===== src/rtl/ifetch_xlat_pkg.sv =====
package ifetch_xlat_pkg;
  typedef enum logic [2:0] {
    FLT_NONE  = 3'd0,
    FLT_ACV   = 3'd1,
    FLT_MISS  = 3'd2,
    FLT_MCHK  = 3'd3,
    FLT_UNIMP = 3'd4
  } fault_e;

  localparam int unsigned  AW        = 64;
  localparam int unsigned  SP_HI     = 47;
  localparam int unsigned  SP_LO     = 41;
  localparam logic [6:0]   SP_TAG    = 7'h7e;
  localparam int unsigned  SX_BIT    = 40;
  localparam int unsigned  UC_LO     = 35;
  localparam logic [1:0]   MODE_KERN = 2'd0;
endpackage


===== src/rtl/ifx_va_classify.sv =====
module ifx_va_classify
  import ifetch_xlat_pkg::*;
#(
  parameter int unsigned VA_W = 43
) (
  input  logic [AW-1:0] va,
  output logic          va_ok,
  output logic          is_super
);
  localparam int unsigned HI_N = AW - VA_W + 1;
  logic [HI_N-1:0] hi_bits;

  always_comb begin
    hi_bits  = va[AW-1:VA_W-1];
    va_ok    = (&hi_bits) | ~(|hi_bits);
    is_super = (va[SP_HI:SP_LO] == SP_TAG);
  end
endmodule


===== src/rtl/ifx_path_select.sv =====
module ifx_path_select
  import ifetch_xlat_pkg::*;
#(
  parameter int unsigned PA_W   = 44,
  parameter int unsigned PG_W   = 13,
  parameter int unsigned MODE_W = 2,
  localparam int unsigned PPN_W = PA_W - PG_W,
  localparam int unsigned NMODE = 1 << MODE_W
) (
  input  logic [AW-1:0]     va,
  input  logic              phys,
  input  logic [MODE_W-1:0] mode,
  input  logic              va_ok,
  input  logic              is_super,
  input  logic              hit,
  input  logic [PPN_W-1:0]  ppn,
  input  logic [NMODE-1:0]  xre,
  output logic [AW-1:0]     raw_pa,
  output fault_e            path_fault,
  output logic              bypass
);
  localparam logic [AW-1:0] IMPL_MASK = {{(AW-PA_W){1'b0}}, {PA_W{1'b1}}};

  logic [AW-1:0] sp_pa;
  logic [AW-1:0] tlb_pa;

  always_comb begin
    sp_pa = va & IMPL_MASK;
    if (sp_pa[SX_BIT]) sp_pa[PA_W-1:SX_BIT] = '1;
    else               sp_pa[PA_W-1:SX_BIT] = '0;
    tlb_pa = {{(AW-PA_W){1'b0}}, ppn, va[PG_W-1:2], 2'b00};
  end

  always_comb begin
    bypass     = va[0];
    path_fault = FLT_NONE;
    raw_pa     = '0;
    if (va[0]) begin
      raw_pa = {va[AW-1:2], 2'b00} & IMPL_MASK;
    end else if (phys) begin
      raw_pa = va;
    end else if (!va_ok) begin
      path_fault = FLT_ACV;
    end else if (is_super) begin
      raw_pa = sp_pa;
      if (mode != MODE_KERN) path_fault = FLT_ACV;
    end else if (!hit) begin
      path_fault = FLT_MISS;
    end else begin
      raw_pa = tlb_pa;
      if (!xre[mode]) path_fault = FLT_ACV;
    end
  end
endmodule


===== src/rtl/ifx_phys_check.sv =====
module ifx_phys_check
  import ifetch_xlat_pkg::*;
#(
  parameter int unsigned PA_W = 44
) (
  input  logic [AW-1:0]   raw_pa,
  input  fault_e          path_fault,
  input  logic            bypass,
  output logic [PA_W-1:0] pa,
  output logic            uncached,
  output fault_e          fault
);
  localparam int unsigned UC_BIT = PA_W - 1;

  logic [PA_W-1:0] clr_mask;

  always_comb begin
    for (int b = 0; b < PA_W; b++) begin
      clr_mask[b] = (b >= UC_LO) && (b < UC_BIT);
    end
  end

  always_comb begin
    pa       = raw_pa[PA_W-1:0];
    uncached = 1'b0;
    fault    = FLT_NONE;
    if (bypass) begin
      fault = FLT_NONE;
    end else if (path_fault != FLT_NONE) begin
      fault = path_fault;
      pa    = '0;
    end else if (|raw_pa[AW-1:PA_W]) begin
      fault = FLT_MCHK;
    end else if (raw_pa[UC_BIT]) begin
      uncached = 1'b1;
      fault    = FLT_UNIMP;
      pa       = raw_pa[PA_W-1:0] & ~clr_mask;
    end
  end
endmodule


===== src/rtl/ifetch_xlat.sv =====
module ifetch_xlat
  import ifetch_xlat_pkg::*;
#(
  parameter int unsigned VA_W   = 43,
  parameter int unsigned PA_W   = 44,
  parameter int unsigned PG_W   = 13,
  parameter int unsigned ASN_W  = 8,
  parameter int unsigned MODE_W = 2,
  localparam int unsigned VPN_W = VA_W - PG_W,
  localparam int unsigned PPN_W = PA_W - PG_W,
  localparam int unsigned NMODE = 1 << MODE_W
) (
  input  logic              clk,
  input  logic              rst_n,
  input  logic              req_valid,
  input  logic [63:0]       fetch_va,
  input  logic              phys_mode,
  input  logic [MODE_W-1:0] cur_mode,
  input  logic [ASN_W-1:0]  cur_asn,
  output logic [VPN_W-1:0]  lkup_vpn,
  output logic [ASN_W-1:0]  lkup_asn,
  input  logic              tlb_hit,
  input  logic [PPN_W-1:0]  tlb_ppn,
  input  logic [NMODE-1:0]  tlb_xre,
  output logic              out_valid,
  output logic [PA_W-1:0]   out_pa,
  output logic              out_uncached,
  output logic [2:0]        out_fault
);
  logic            va_ok;
  logic            is_super;
  logic [AW-1:0]   raw_pa;
  fault_e          path_fault;
  logic            bypass;
  logic [PA_W-1:0] nxt_pa;
  logic            nxt_uc;
  fault_e          nxt_fault;

  logic            valid_q;
  logic [PA_W-1:0] pa_q;
  logic            uc_q;
  logic [2:0]      fault_q;

  assign lkup_vpn = fetch_va[VA_W-1:PG_W];
  assign lkup_asn = cur_asn;

  ifx_va_classify #(.VA_W(VA_W)) u_cls (
    .va       (fetch_va),
    .va_ok    (va_ok),
    .is_super (is_super)
  );

  ifx_path_select #(.PA_W(PA_W), .PG_W(PG_W), .MODE_W(MODE_W)) u_path (
    .va         (fetch_va),
    .phys       (phys_mode),
    .mode       (cur_mode),
    .va_ok      (va_ok),
    .is_super   (is_super),
    .hit        (tlb_hit),
    .ppn        (tlb_ppn),
    .xre        (tlb_xre),
    .raw_pa     (raw_pa),
    .path_fault (path_fault),
    .bypass     (bypass)
  );

  ifx_phys_check #(.PA_W(PA_W)) u_chk (
    .raw_pa     (raw_pa),
    .path_fault (path_fault),
    .bypass     (bypass),
    .pa         (nxt_pa),
    .uncached   (nxt_uc),
    .fault      (nxt_fault)
  );

  always_ff @(posedge clk or negedge rst_n) begin
    if (!rst_n) begin
      valid_q <= 1'b0;
    end else begin
      valid_q <= req_valid;
    end
  end

  always_ff @(posedge clk or negedge rst_n) begin
    if (!rst_n) begin
      pa_q    <= '0;
      uc_q    <= 1'b0;
      fault_q <= FLT_NONE;
    end else if (req_valid) begin
      pa_q    <= nxt_pa;
      uc_q    <= nxt_uc;
      fault_q <= nxt_fault;
    end
  end

  assign out_valid    = valid_q;
  assign out_pa       = pa_q;
  assign out_uncached = uc_q;
  assign out_fault    = fault_q;
endmodule


===== config.mk =====
export PLATFORM = sky130hd
export DESIGN_NAME = ifetch_xlat
export DESIGN_NICKNAME = d
export VERILOG_FILES = /design/src/rtl/ifetch_xlat_pkg.sv /design/src/rtl/ifx_va_classify.sv /design/src/rtl/ifx_path_select.sv /design/src/rtl/ifx_phys_check.sv /design/src/rtl/ifetch_xlat.sv
export SDC_FILE = /design/constraint.sdc
export NUM_CORES = 1
export LEC_CHECK = 0
export ABC_AREA = 0
export BUFFER_PORTS_ARGS = -buffer_cell sky130_fd_sc_hd__buf_4
export CAP_MARGIN = 20
export CORE_MARGIN = 2
export CORE_UTILIZATION = 35
export DETAILED_ROUTE_END_ITERATION = 8
export GPL_TIMING_DRIVEN = 0
export PLACE_DENSITY = 0.77
export SLEW_MARGIN = 20
export SYNTH_ARGS = -nofsm -noshare
export SYNTH_HDL_FRONTEND = slang
export SYNTH_HIERARCHICAL = 1
export SYNTH_SLANG_ARGS = --single-unit

===== constraint.sdc =====
create_clock -name clk -period 1.2 [get_ports clk]
set_input_delay 0.24 -clock clk [delete_from_list [all_inputs] [get_ports clk]]
set_output_delay 0.24 -clock clk [all_outputs]
set_load 0.03 [all_outputs]

**Word level (Yosys, flattened, before mapping)**

Index checks and enable logic that the tools add are counted.

- Flip-flop bits (word level): 49
- Input port bits: 114
- Output and inout port bits: 87
- Word-level logic and storage cells: 40

- $lt $le $gt $ge: 1
- Eq/ne operators: 1
- Multiplexer cells: 27
- Bitwise logic cells: 2
- Reduce and logical (&&, ||, !) cells: 5

Operators with widths:

| operator | number |
|---|---|
| $mux 64 | 4 |
| $mux 44 | 5 |
| $mux 3 | 9 |
| $reduce_and 22->1 | 1 |
| $reduce_or 22->1 | 1 |
| $reduce_or 20->1 | 1 |
| $eq 7x7->1 const B | 1 |
| $mux 1 | 7 |
| $mux 4 | 1 |
| $lt 2x3->1 const B | 1 |
| $reduce_bool 3->1 | 1 |
| $bmux 1 s2 | 1 |
| $reduce_bool 2->1 | 1 |
| $not 1->1 | 1 |
| $or 1x1->1 | 1 |

**Longest topological paths before layout**

Gate-level depths: netlist of the first run.

- Word-level depth: 11
- Mapped depth: 12
- Mapped depth without buffers: 11

**Modules after synthesis**

The synthesis of the first run kept the hierarchy.

By module, submodules not included:

| module | instances | cells an instance | area each (um^2) | sequential area each (um^2) |
|---|---|---|---|---|
| ifetch_xlat | 1 | 140 | 2170.8 | 1226.2 |
| ifx_path_select | 1 | 163 | 853.3 | 0.0 |
| ifx_phys_check | 1 | 80 | 495.5 | 0.0 |
| ifx_va_classify | 1 | 17 | 105.1 | 0.0 |

**Worst setup path before layout of the first run**

No wires, ideal clock.

- Path kind: input port to flip-flop
- From: in fetch_va[48]
- To: reg pa_q[22], in the netlist out_pa[22]
- Library setup time: 0.125 ns
- Arrival time: 2.917 ns
- Data required time: 1.075 ns
- Slack: -1.842 ns
- Stages: 10
- Buffers on the path: 1
- Path through: or4_1 > or4_1 > o41ai_1 > nand2b_1 > nor3_1 > nor3_4 > nor2_2 > clkbuf_1 > nor2b_1 > mux2_4

- Elaborated cells between the ends (all ways): 16
- Those cells by class: 10 x mux; 2 x bitwise; 4 x reduce/logical

RTL lines:

| item | line | text |
|---|---|---|
| start: declaration | ifetch_xlat.sv:16 | `input logic [63:0] fetch_va,` |
| $reduce_or 22->1 | ifx_va_classify.sv:15 | `va_ok = (&hi_bits) \| ~(\|hi_bits);` |
| $not 1->1 | ifx_va_classify.sv:15 |  |
| $or 1x1->1 * | ifx_va_classify.sv:15 |  |
| net va_ok | ifetch_xlat.sv:30 | `logic va_ok;` |
| $mux 3 * | ifx_path_select.sv:42 | `end else if (!va_ok) begin` |
| $mux 3 * | ifx_path_select.sv:40 | `end else if (phys) begin` |
| $mux 3 * | ifx_path_select.sv:38 | `if (va[0]) begin` |
| net path_fault[1] | ifetch_xlat.sv:33 | `fault_e path_fault;` |
| $reduce_bool 3->1 * | ifx_phys_check.sv:29 | `end else if (path_fault != FLT_NONE) begin` |
| $mux 44 * | ifx_phys_check.sv:29 |  |
| $mux 44 * | ifx_phys_check.sv:27 | `if (bypass) begin` |
| net nxt_pa[22] | ifetch_xlat.sv:35 | `logic [PA_W-1:0] nxt_pa;` |
| end signal: assignment | ifetch_xlat.sv:90 | `pa_q <= nxt_pa;` |
| end: declaration | ifetch_xlat.sv:40 | `logic [PA_W-1:0] pa_q;` |

Mark *: on every way through the listed nets, which the timed path passes. The rest lies on a longest branch.
A chain may end at the register's enable or synchronous reset.

**Final worst setup path of the first run**

- From: in fetch_va[48]
- To: reg pa_q[40], in the netlist out_pa[40]

- Cells in the longest elaborated chain, start to end: 10
- Elaborated cells between the ends (all ways): 16
- Those cells by class: 10 x mux; 2 x bitwise; 4 x reduce/logical

RTL lines:

| item | line | text |
|---|---|---|
| $reduce_or 22->1 | ifx_va_classify.sv:15 |  |
| $not 1->1 | ifx_va_classify.sv:15 |  |
| $or 1x1->1 * | ifx_va_classify.sv:15 |  |
| net va_ok | ifetch_xlat.sv:30 |  |
| $mux 64 * | ifx_path_select.sv:42 |  |
| $mux 64 * | ifx_path_select.sv:40 |  |
| $mux 64 * | ifx_path_select.sv:38 |  |
| net raw_pa[43] | ifetch_xlat.sv:32 | `logic [AW-1:0] raw_pa;` |
| $mux 44 * | ifx_phys_check.sv:34 | `end else if (raw_pa[UC_BIT]) begin` |
| $mux 44 * | ifx_phys_check.sv:32 | `end else if (\|raw_pa[AW-1:PA_W]) begin` |
| $mux 44 * | ifx_phys_check.sv:29 |  |
| $mux 44 * | ifx_phys_check.sv:27 |  |
| net nxt_pa[40] | ifetch_xlat.sv:35 |  |

Marks and branches as above.

==> summary.md, run 1 <==
| Metric | Value |
|---|---|
| Crit-path slowest cell | or4_4 |
| Vias/cell | 4.807 |
| Failing checks | negative setup slack |
| Tmin final | 2594 ps |
| Delay-heaviest family, CP | simple AND/OR/NAND/NOR gates |
| Initial antenna violation count | 0 |
| WP depth | 12 |
| Relative slew slack | 0.5634 |
| First-pass GRT wire length | 18,000 um |
| Async set-reset flop share out of synthesis | 1.000 |
| Mapped Cells | 400 |
| # IOs | 201 |
| CTS Buf Count | 5 |
| Unrepaired setup endpoints after global routing | true |
| Status | finished with violations |
| Synth-to-layout area growth | 61.06% |
| Leakage Power | 2.993 nW |
| Root buffer cell | clkbuf_8 |
| Flop pwr share | 0.369 |
| Critical path, cell by cell | buf_6 -> or4_4 -> or4_4 -> o41ai_4 -> buf_4 -> nand3_4 -> o21ai_4 -> nor2b_4 -> nor3b_4 -> buf_6 -> a21oi_1 -> mux2_4 |
| Switching power | 1.856 mW |
| Fraction of layout cells with a size suffix above 1 | 0.5836 |
| Dominant synthesized flop cell | dfrtp_1 |
| HP Class | in2reg |
| Register bit total from synthesis | 49 |
| DR WL/cell | 14.76 um |
| R2R depth | 1 |
| Unique cell type count in the Yosys netlist | 39 |
| Largest net degree at the start of global routing | 50 |
| Most common cell in the netlist | nand2_1 |
| Endpoints failing setup | 47 |
| Average size of a mapped cell | 9.062 um^2 |
| Final wirelength | 11,190 um |
| Hold Crit Start | req_valid |
| Vias in the first global route | 3,656 |
| H-tree Lvls | 2 |
| Die X | 105.8 um |
| Max_cap viols | 0 |
| Die Y | 105.8 um |
| Worst path max stage delay | 510 ps |
| Ant. Diodes | 0 |
| Clock power share | 0.192 |
| Int Pwr | 3.384 mW |
| Fin Setup TNS | -63,950 ps |
| Post-route setup slack | -1394 ps |
| Via count | 3,644 |
| Max Fclk | 385.5 MHz |
| Port bufs | 191 |
| Core area | 10,180 um^2 |
| Flop-to-flop setup slack | 410 ps |
| Max Slew Vio Count | 0 |
| Switching part of the total power | 0.3542 |
| Initial DRT Pass Iterations | 4 |
| Post-Syn Area | 3625 um^2 |
| Startpoint types | input pin |
| Synth warnings | 6 |
| Setup WS pre-CTS | -1878 ps |
| Aggregate global routing overflow | 0 |
| # DRC | 0 |
| Crit Path Max Fanout | 8 |
| Antenna viol nets, final | 0 |
| Max Root-Sink Buffers | 2 |
| CTS tree | yes |
| Final worst-path cycle share | 2.162 |
| Final nets | 735 |
| Yosys top cell area share | 0.3383 |
| Hold Violations, Final | 0 |
| Share of total power in combinational logic | 0.439 |
| Worst Skew | 0 ps |
| Std-Cell Rows | 37 |
| Top post-synthesis cells by area | dfrtp_1, buf_4, mux2_2 |
| Pwr/cell area | 897.6 nW/um^2 |
| Commonest cells post-synth | nand2_1, nor2b_1, dfrtp_1 |
| Clock Latency Late Sink | 300 ps |
| Gpl congestion | 0.8693 |
| Hold Path Sink | out_valid$_DFF_PN0_ |
| R2r endpoint | out_fault[1]$_DFFE_PN0P_ |
| Post-synth EDFFs | 0 |
| WP data arrival | 2790 ps |
| Max VDD drop | 484.0 uV |
| R2r startpoint | out_fault[1]$_DFFE_PN0P_ |
| Critical path type | in2reg |
| Slew of the pin with the lowest slew margin | 654.8 ps |
| HPWL after detailed placement | 8123 um |
| Hold Path Depth | 1 |
| Fin util | 0.5732 |
| Die Area | 11,190 um^2 |
| Leading area contributor after synthesis | dfrtp_1 |
| Clk pin slew, worst setup/hold paths | 100 ps |
| Initial DRC count | 79 |
| Seq/Total Area, Yosys | 0.3383 |
| GRT Total Usage | 0.1957 |
| Buf+Inv Stages, Crit Path | 3 |
| Worst EP required | 1390 ps |
| Initial Utilization | 0.3559 |
| Worst Setup End Kind | flip-flop |
| Sink Count | 49 |
==> per-layer routing <==
metal	track usage	wire length (um)	vias up
met4	0.03665	154	0
met2	0.3525	5745	161
met1	0.2458	4593	1711
met5	0	0	-
met3	0.03525	690	19
li1	-	-	1753
==> kinds of logic (layout without fill, tap and decap cells) <==
logic type / Yosys count / count (layout) / share of synthesized area
AOI/OAI and AO/OA: 60 / 60 / 0.08906
buffers and inverters: 66 / 287 / 0.1305
DFF: 49 / 49 / 0.3383
muxes: 49 / 49 / 0.1726
other: 1 / 2 / 0.001035
and+or+nand+nor: 175 / 175 / 0.2686
==> registers in the layout, indices dropped and copies added (netlist names) <==
register and count:
out_pa 44, out_fault 3, out_uncached 1, out_valid 1
==> what timing repair did <==
| item | CTS | global route |
|---|---|---|
| cloned | 4 | 0 |
| pin swaps | 4 | 2 |
| hold buffers | 1 | 0 |
| resized for setup | 37 | 34 |
| hold endpoints to repair | 49 | 0 |
| endpoints found under the setup margin | 47 | 47 |
| setup buffers | 15 | 2 |
==> worst max path at each step <==
stage                  from                      to  slack, ps
2_1_floorplan  fetch_va[48]  out_pa[22]$_DFFE_PN0P_      -1420
3_3_place_gp   fetch_va[48]  out_pa[20]$_DFFE_PN0P_      -1830
3_5_place_dp   fetch_va[48]  out_pa[32]$_DFFE_PN0P_      -1880
4_1_cts        fetch_va[48]  out_pa[16]$_DFFE_PN0P_      -1360
5_1_grt        fetch_va[48]  out_pa[18]$_DFFE_PN0P_      -1460
6_report       fetch_va[48]  out_pa[40]$_DFFE_PN0P_      -1390
==> layout make-up <==
class                      instances  area (um^2)
tap                              136        170.2
buffer                            65        524.3
fill                             920         4347
sequential                        49         1226
clock buffer                       6        72.57
timing repair buffer             213         1659
multi-input combinational        286         2168
inverter                           1        3.754
clock inverter                     2        13.76
==> per-stage QoR <==
| stage | hold slack, ps | power (mW) | area [um^2] | instances |
|---|---|---|---|---|
| floorplan | -55.59 | 3.200 | 3709 | 401 |
| global placement | 305.2 | 4.042 | 5313 | 728 |
| detailed placement | 310.2 | 4.085 | 5313 | 728 |
| CTS | 71.92 | 5.227 | 5709 | 756 |
| global route | 65.43 | 5.522 | 5838 | 758 |
| finish | 77.92 | 5.240 | 5838 | 758 |
==> cells in the final DEF, fill, tap and decap left out, types with 14 or more instances in the layout <==
master,instances
buf_6,14
nor2b_1,48
and2_1,20
mux2_4,42
a21oi_1,32
nand2_1,62
buf_4,245
dfrtp_1,49
==> power by group through the flow <==
stage / logic [mW] / registers [mW] / clock network [mW]
global route: 2.45 / 1.96 / 1.11
finish: 2.30 / 1.93 / 1.00
floorplan: 0.902 / 2.30 / 0
CTS: 2.25 / 1.94 / 1.04
detailed placement: 2.12 / 1.96 / 0
global placement: 2.09 / 1.95 / 0
Note: power is estimated with default switching activity, not from simulation.
==> inputs of run 2 (changes only) <==
--- a/config.mk
+++ b/config.mk
@@ -12,7 +12,7 @@
 export CORE_UTILIZATION = 35
 export DETAILED_ROUTE_END_ITERATION = 8
 export GPL_TIMING_DRIVEN = 0
-export PLACE_DENSITY = 0.77
+export PLACE_DENSITY = 0.66
 export SLEW_MARGIN = 20
 export SYNTH_ARGS = -nofsm -noshare
 export SYNTH_HDL_FRONTEND = slang
==> summary.md, run 2 (synthesized netlist as in run 1, its figures left out) <==
| Metric | Value |
|---|---|
| Leakage Power | 3.046 nW |
| Switching power | 1.905 mW |
| Max Root-Sink Buffers | 2 |
| Largest net degree at the start of global routing | 50 |
| Die Area | 11,190 um^2 |
| Slew of the pin with the lowest slew margin | 642.4 ps |
| DR WL/cell | 14.63 um |
| Worst EP required | 1400 ps |
| Max VDD drop | 573.1 uV |
| Clk pin slew, worst setup/hold paths | 110 ps |
| Hold Path Depth | 1 |
| H-tree Lvls | 2 |
| Critical path type | in2reg |
| Ant. Diodes | 0 |
| Vias/cell | 4.702 |
| Max_cap viols | 0 |
| Clock Latency Late Sink | 300 ps |
| Clock power share | 0.198 |
| Initial DRC count | 98 |
| Largest register FFs | 44 |
| Fraction of layout cells with a size suffix above 1 | 0.5939 |
| HP Class | in2reg |
| # IOs | 201 |
| Most frequent cells in the layout | buf_4, nand2_1, dfrtp_1 |
| Gpl congestion | 0.8339 |
| Design area | 5931 um^2 |
| Aggregate global routing overflow | 0 |
| Cell Area, Placed | 5313 um^2 |
| Endpoints failing setup | 47 |
| # DRC | 0 |
| Sink Count | 49 |
| Synth-to-layout area growth | 63.62% |
| Initial antenna violation count | 0 |
| Core area | 10,180 um^2 |
| Final worst-path cycle share | 2.097 |
| Switching part of the total power | 0.3570 |
| Pwr/cell area | 900.0 nW/um^2 |
| Max Slew Vio Count | 0 |
| Worst Skew | 0 ps |
| Failing checks | negative setup slack |
| HPWL after detailed placement | 8056 um |
| Worst Setup End Kind | flip-flop |
| Final wirelength | 11,100 um |
| Std-Cell Rows | 37 |
| Final hold slack | 68.59 ps |
| Die X | 105.8 um |
| Startpoint types | input pin |
| First-pass GRT wire length | 17,510 um |
| Max Fclk | 397.5 MHz |
| Relative slew slack | 0.5717 |
| Vias in the first global route | 3,545 |
| Commonest non-fill, non-tap cell in the layout | buf_4 |
| Share of total power in combinational logic | 0.440 |
| Flop pwr share | 0.363 |
| GRT Total Usage | 0.1937 |
| Unrepaired setup endpoints after global routing | true |
| Status | finished with violations |
| Die Y | 105.8 um |
| Port bufs | 191 |
| R2R depth | 1 |
| Initial DRT Pass Iterations | 4 |
| Hold Violations, Final | 0 |
| Antenna viol nets, final | 0 |
| Total chip power | 5.337 mW |
| CTS tree | yes |
| Crit Path Max Fanout | 8 |
| Root buffer cell | clkbuf_8 |
| WP data arrival | 2710 ps |
| Initial Utilization | 0.3559 |
| CTS Buf Count | 5 |
| Tmin final | 2516 ps |
| Via count | 3,569 |
| Post-route setup slack | -1316 ps |
| Int Pwr | 3.432 mW |
| Final nets | 736 |
run 2: metrics by stage:
step	std cells	setup slack [ps]	TNS [ps]	utilization
global route	759	-1384	-63230	0.5823
CTS	756	-1324	-60310	0.5650
floorplan	401	-1424	-64590	-
finish	759	-1316	-58960	0.5823
global placement	728	-1838	-81850	0.5216
detailed placement	728	-1883	-83490	0.5216
run 2: layer usage:
| metal | GRT usage | share of wire | vias to the layer above |
|---|---|---|---|
| li1 | - | - | 1761 |
| met1 | 0.2452 | 0.43 | 1677 |
| met2 | 0.3415 | 0.50 | 129 |
| met3 | 0.04267 | 0.065 | 2 |
| met4 | 0.03477 | 0.0047 | 0 |
| met5 | 0 | 0 | - |
run 2: power by group through the flow:
| stage | logic, mW | clock network, mW | registers [mW] |
|---|---|---|---|
| after floorplan | 0.902 | 0 | 2.30 |
| after global placement | 2.10 | 0 | 1.95 |
| after detailed placement | 2.12 | 0 | 1.96 |
| after CTS | 2.27 | 1.08 | 1.94 |
| after global routing | 2.49 | 1.16 | 1.96 |
| final | 2.35 | 1.06 | 1.94 |
run 2: repair_timing:
| item | 4_1_cts | 5_1_grt |
|---|---|---|
| cloned | 4 | 0 |
| hold buffers | 1 | 0 |
| setup endpoints to repair | 47 | 47 |
| buffers inserted | 15 | 4 |
| pin swaps | 7 | 5 |
| gates resized for setup | 50 | 41 |
| hold endpoints to repair | 49 | 0 |
run 2: area by class of cell:
cell class              instances  area, um^2
plain buffers                  65       523.0
clock inverters                 3       26.28
fillers                       919        4254
repair buffers                214        1672
multi-input cells             286        2241
clock buffers                   5       68.82
inverters                       1       3.754
well taps                     136       170.2
flip-flops and latches         49        1226
run 2: path summary, 6_finish.rpt:
check,startpoint,to,slack [ps]
max,fetch_va[48],out_pa[35]$_DFFE_PN0P_,-1320
min,req_valid,out_valid$_DFF_PN0_,70
max reg2reg,out_pa[8]$_DFFE_PN0P_,out_pa[8]$_DFFE_PN0P_,400
min reg2reg,out_pa[9]$_DFFE_PN0P_,out_pa[9]$_DFFE_PN0P_,520
max in group asynchronous,rst_n,out_pa[42]$_DFFE_PN0P_,280
min in group asynchronous,rst_n,out_pa[25]$_DFFE_PN0P_,500
run 2: critical path, stage by stage:
cell	delay, ps
buf_6	90
or4_4	520
or4_4	500
o41ai_4	80
buf_4	200
nand3_4	80
o21ai_2	150
nor2b_4	160
nor3b_4	190
buf_6	160
a21oi_1	70
mux2_4	270
==> inputs of run 3 (changes only) <==
--- a/config.mk
+++ b/config.mk
@@ -8,7 +8,6 @@
 export ABC_AREA = 0
 export BUFFER_PORTS_ARGS = -buffer_cell sky130_fd_sc_hd__buf_4
 export CAP_MARGIN = 20
-export CORE_MARGIN = 2
 export CORE_UTILIZATION = 35
 export DETAILED_ROUTE_END_ITERATION = 8
 export GPL_TIMING_DRIVEN = 0
==> summary.md, run 3 (synthesized netlist as in run 1, its figures left out) <==
| Metric | Value |
|---|---|
| Status | finished with violations |
| Failing checks | negative setup slack |
| Fraction of layout cells with a size suffix above 1 | 0.5735 |
| Ant. Diodes | 0 |
| Antenna viol nets, final | 0 |
| HPWL after detailed placement | 7832 um |
| CTS tree | yes |
| Switching part of the total power | 0.3383 |
| Post-route setup slack | -1334 ps |
| Setup WS pre-CTS | -1912 ps |
| Fill cells | 907 |
| Clock power share | 0.218 |
| Relative slew slack | 0.5353 |
| Leakage Power | 2.993 nW |
| Synth-to-layout area growth | 60.92% |
| Max Root-Sink Buffers | 2 |
| Hold Violations, Final | 0 |
| Die Y | 103.8 um |
| R2r endpoint | out_pa[41]$_DFFE_PN0P_ |
| Largest register FFs | 44 |
| R2r startpoint | out_pa[41]$_DFFE_PN0P_ |
| R2R depth | 1 |
| Die Area | 10,770 um^2 |
| DR WL/cell | 14.48 um |
| Critical path type | in2reg |
| Max Fclk | 394.6 MHz |
| Multi-input logic area | 2166 um^2 |
| Worst Setup End Kind | flip-flop |
| Sequential standard cell area | 1226 um^2 |
| Final worst-path cycle share | 2.112 |
| Most frequent cells in the layout | buf_4, nand2_1, dfrtp_1 |
| Max VDD drop | 691.3 uV |
| Int Pwr | 3.573 mW |
| Design area | 5833 um^2 |
| Gpl congestion | 0.8258 |
| Slew of the pin with the lowest slew margin | 697.1 ps |
| CTS Buf Count | 5 |
| Root buffer cell | clkbuf_8 |
| Via count | 3,598 |
| # DRC | 0 |
| Tmin final | 2534 ps |
| Switching power | 1.827 mW |
| Final nets | 733 |
| Flop pwr share | 0.357 |
| Initial DRC count | 118 |
| Aggregate global routing overflow | 0 |
| WP data arrival | 2730 ps |
| Final wirelength | 10,890 um |
| Port bufs | 191 |
| Vias in the first global route | 3,582 |
| HP Class | in2reg |
| First-pass GRT wire length | 17,520 um |
| Hold Path Depth | 1 |
| Startpoint types | input pin |
| Endpoints failing setup | 47 |
| Initial Utilization | 0.3658 |
| Commonest non-fill, non-tap cell in the layout | buf_4 |
| Clock Latency Late Sink | 300 ps |
| Max Slew Vio Count | 0 |
| Initial antenna violation count | 0 |
| Cell Area, Placed | 5309 um^2 |
| GRT Total Usage | 0.1972 |
| Pwr/cell area | 925.8 nW/um^2 |
| Hold Crit Start | req_valid |
| Flop-to-flop setup slack | 400 ps |
| Initial DRT Pass Iterations | 4 |
| Sink Count | 49 |
| Cell Count, Final, Fillers Out | 752 |
| Total chip power | 5.400 mW |
| Vias/cell | 4.785 |
| Worst EP required | 1400 ps |
| Unrepaired setup endpoints after global routing | true |
| Crit Path Max Fanout | 8 |
| Std-Cell Rows | 36 |
| Core area | 9910 um^2 |
| # IOs | 201 |
| Worst Skew | 0 ps |
| Max_cap viols | 0 |
| Share of total power in combinational logic | 0.425 |
| Hold Path Sink | out_valid$_DFF_PN0_ |
| Placed Cells incl. Taps | 725 |
| Largest net degree at the start of global routing | 50 |
| Die X | 103.8 um |
| H-tree Lvls | 2 |
| Fin util | 0.5886 |
| Clk pin slew, worst setup/hold paths | 100 ps |
[run 3: how the worst max path moves through the flow]
stage / startpoint / to / slack (ps)
detailed placement: fetch_va[48] / out_pa[32]$_DFFE_PN0P_ / -1910
finish: fetch_va[48] / out_pa[41]$_DFFE_PN0P_ / -1330
CTS: fetch_va[48] / out_pa[16]$_DFFE_PN0P_ / -1360
global placement: fetch_va[48] / out_pa[33]$_DFFE_PN0P_ / -1830
floorplan: fetch_va[48] / out_pa[22]$_DFFE_PN0P_ / -1420
global route: fetch_va[48] / out_pa[36]$_DFFE_PN0P_ / -1370
[run 3: final cells by class]
type / count / share of cell area
multi-input cells: 286 / 0.3713
repair buffers: 211 / 0.2819
flip-flops and latches: 49 / 0.2102
plain buffers: 65 / 0.08966
well taps: 133 / 0.02853
clock buffers: 5 / 0.01180
clock inverters: 2 / 0.006006
inverters: 1 / 0.0006435
[run 3: metal layers]
| layer | part of all wire | GRT usage |
|---|---|---|
| met1 | 0.43 | 0.2462 |
| met2 | 0.49 | 0.3485 |
| met3 | 0.073 | 0.04594 |
| met4 | 0.0056 | 0.03571 |
| met5 | 0 | 0 |
[run 3: worst max-delay path: stages]
cell	delay, ps
buf_6	90
or4_4	510
or4_4	510
o41ai_4	90
buf_4	200
nand3_4	80
o21ai_4	140
nor2b_4	160
nor3b_4	180
buf_6	170
a21oi_2	70
mux2_4	280
[run 3: stage by stage]
stage               hold slack [ps]  TNS, ps
global placement              313.6   -82460
finish                        74.81   -60220
floorplan                    -55.59   -64590
global route                  71.43   -62310
CTS                           70.59   -62010
detailed placement            320.7   -85020
[run 3: what timing repair did]
action | 4_1_cts | 5_1_grt
setup endpoints to repair | 47 | 47
buffers inserted | 14 | 2
hold endpoints to repair | 49 | 0
hold buffers | 1 | 0
pin swaps | 5 | 6
gates cloned | 3 | 0
gates resized for setup | 49 | 21
[run 3: power groups by stage]
stage	logic, mW	clock network (mW)	registers (mW)
after floorplan	0.902	0	2.30
after global placement	2.10	0	1.95
after detailed placement	2.12	0	1.96
after CTS	2.27	1.22	1.93
after global routing	2.44	1.28	1.95
final	2.30	1.17	1.93
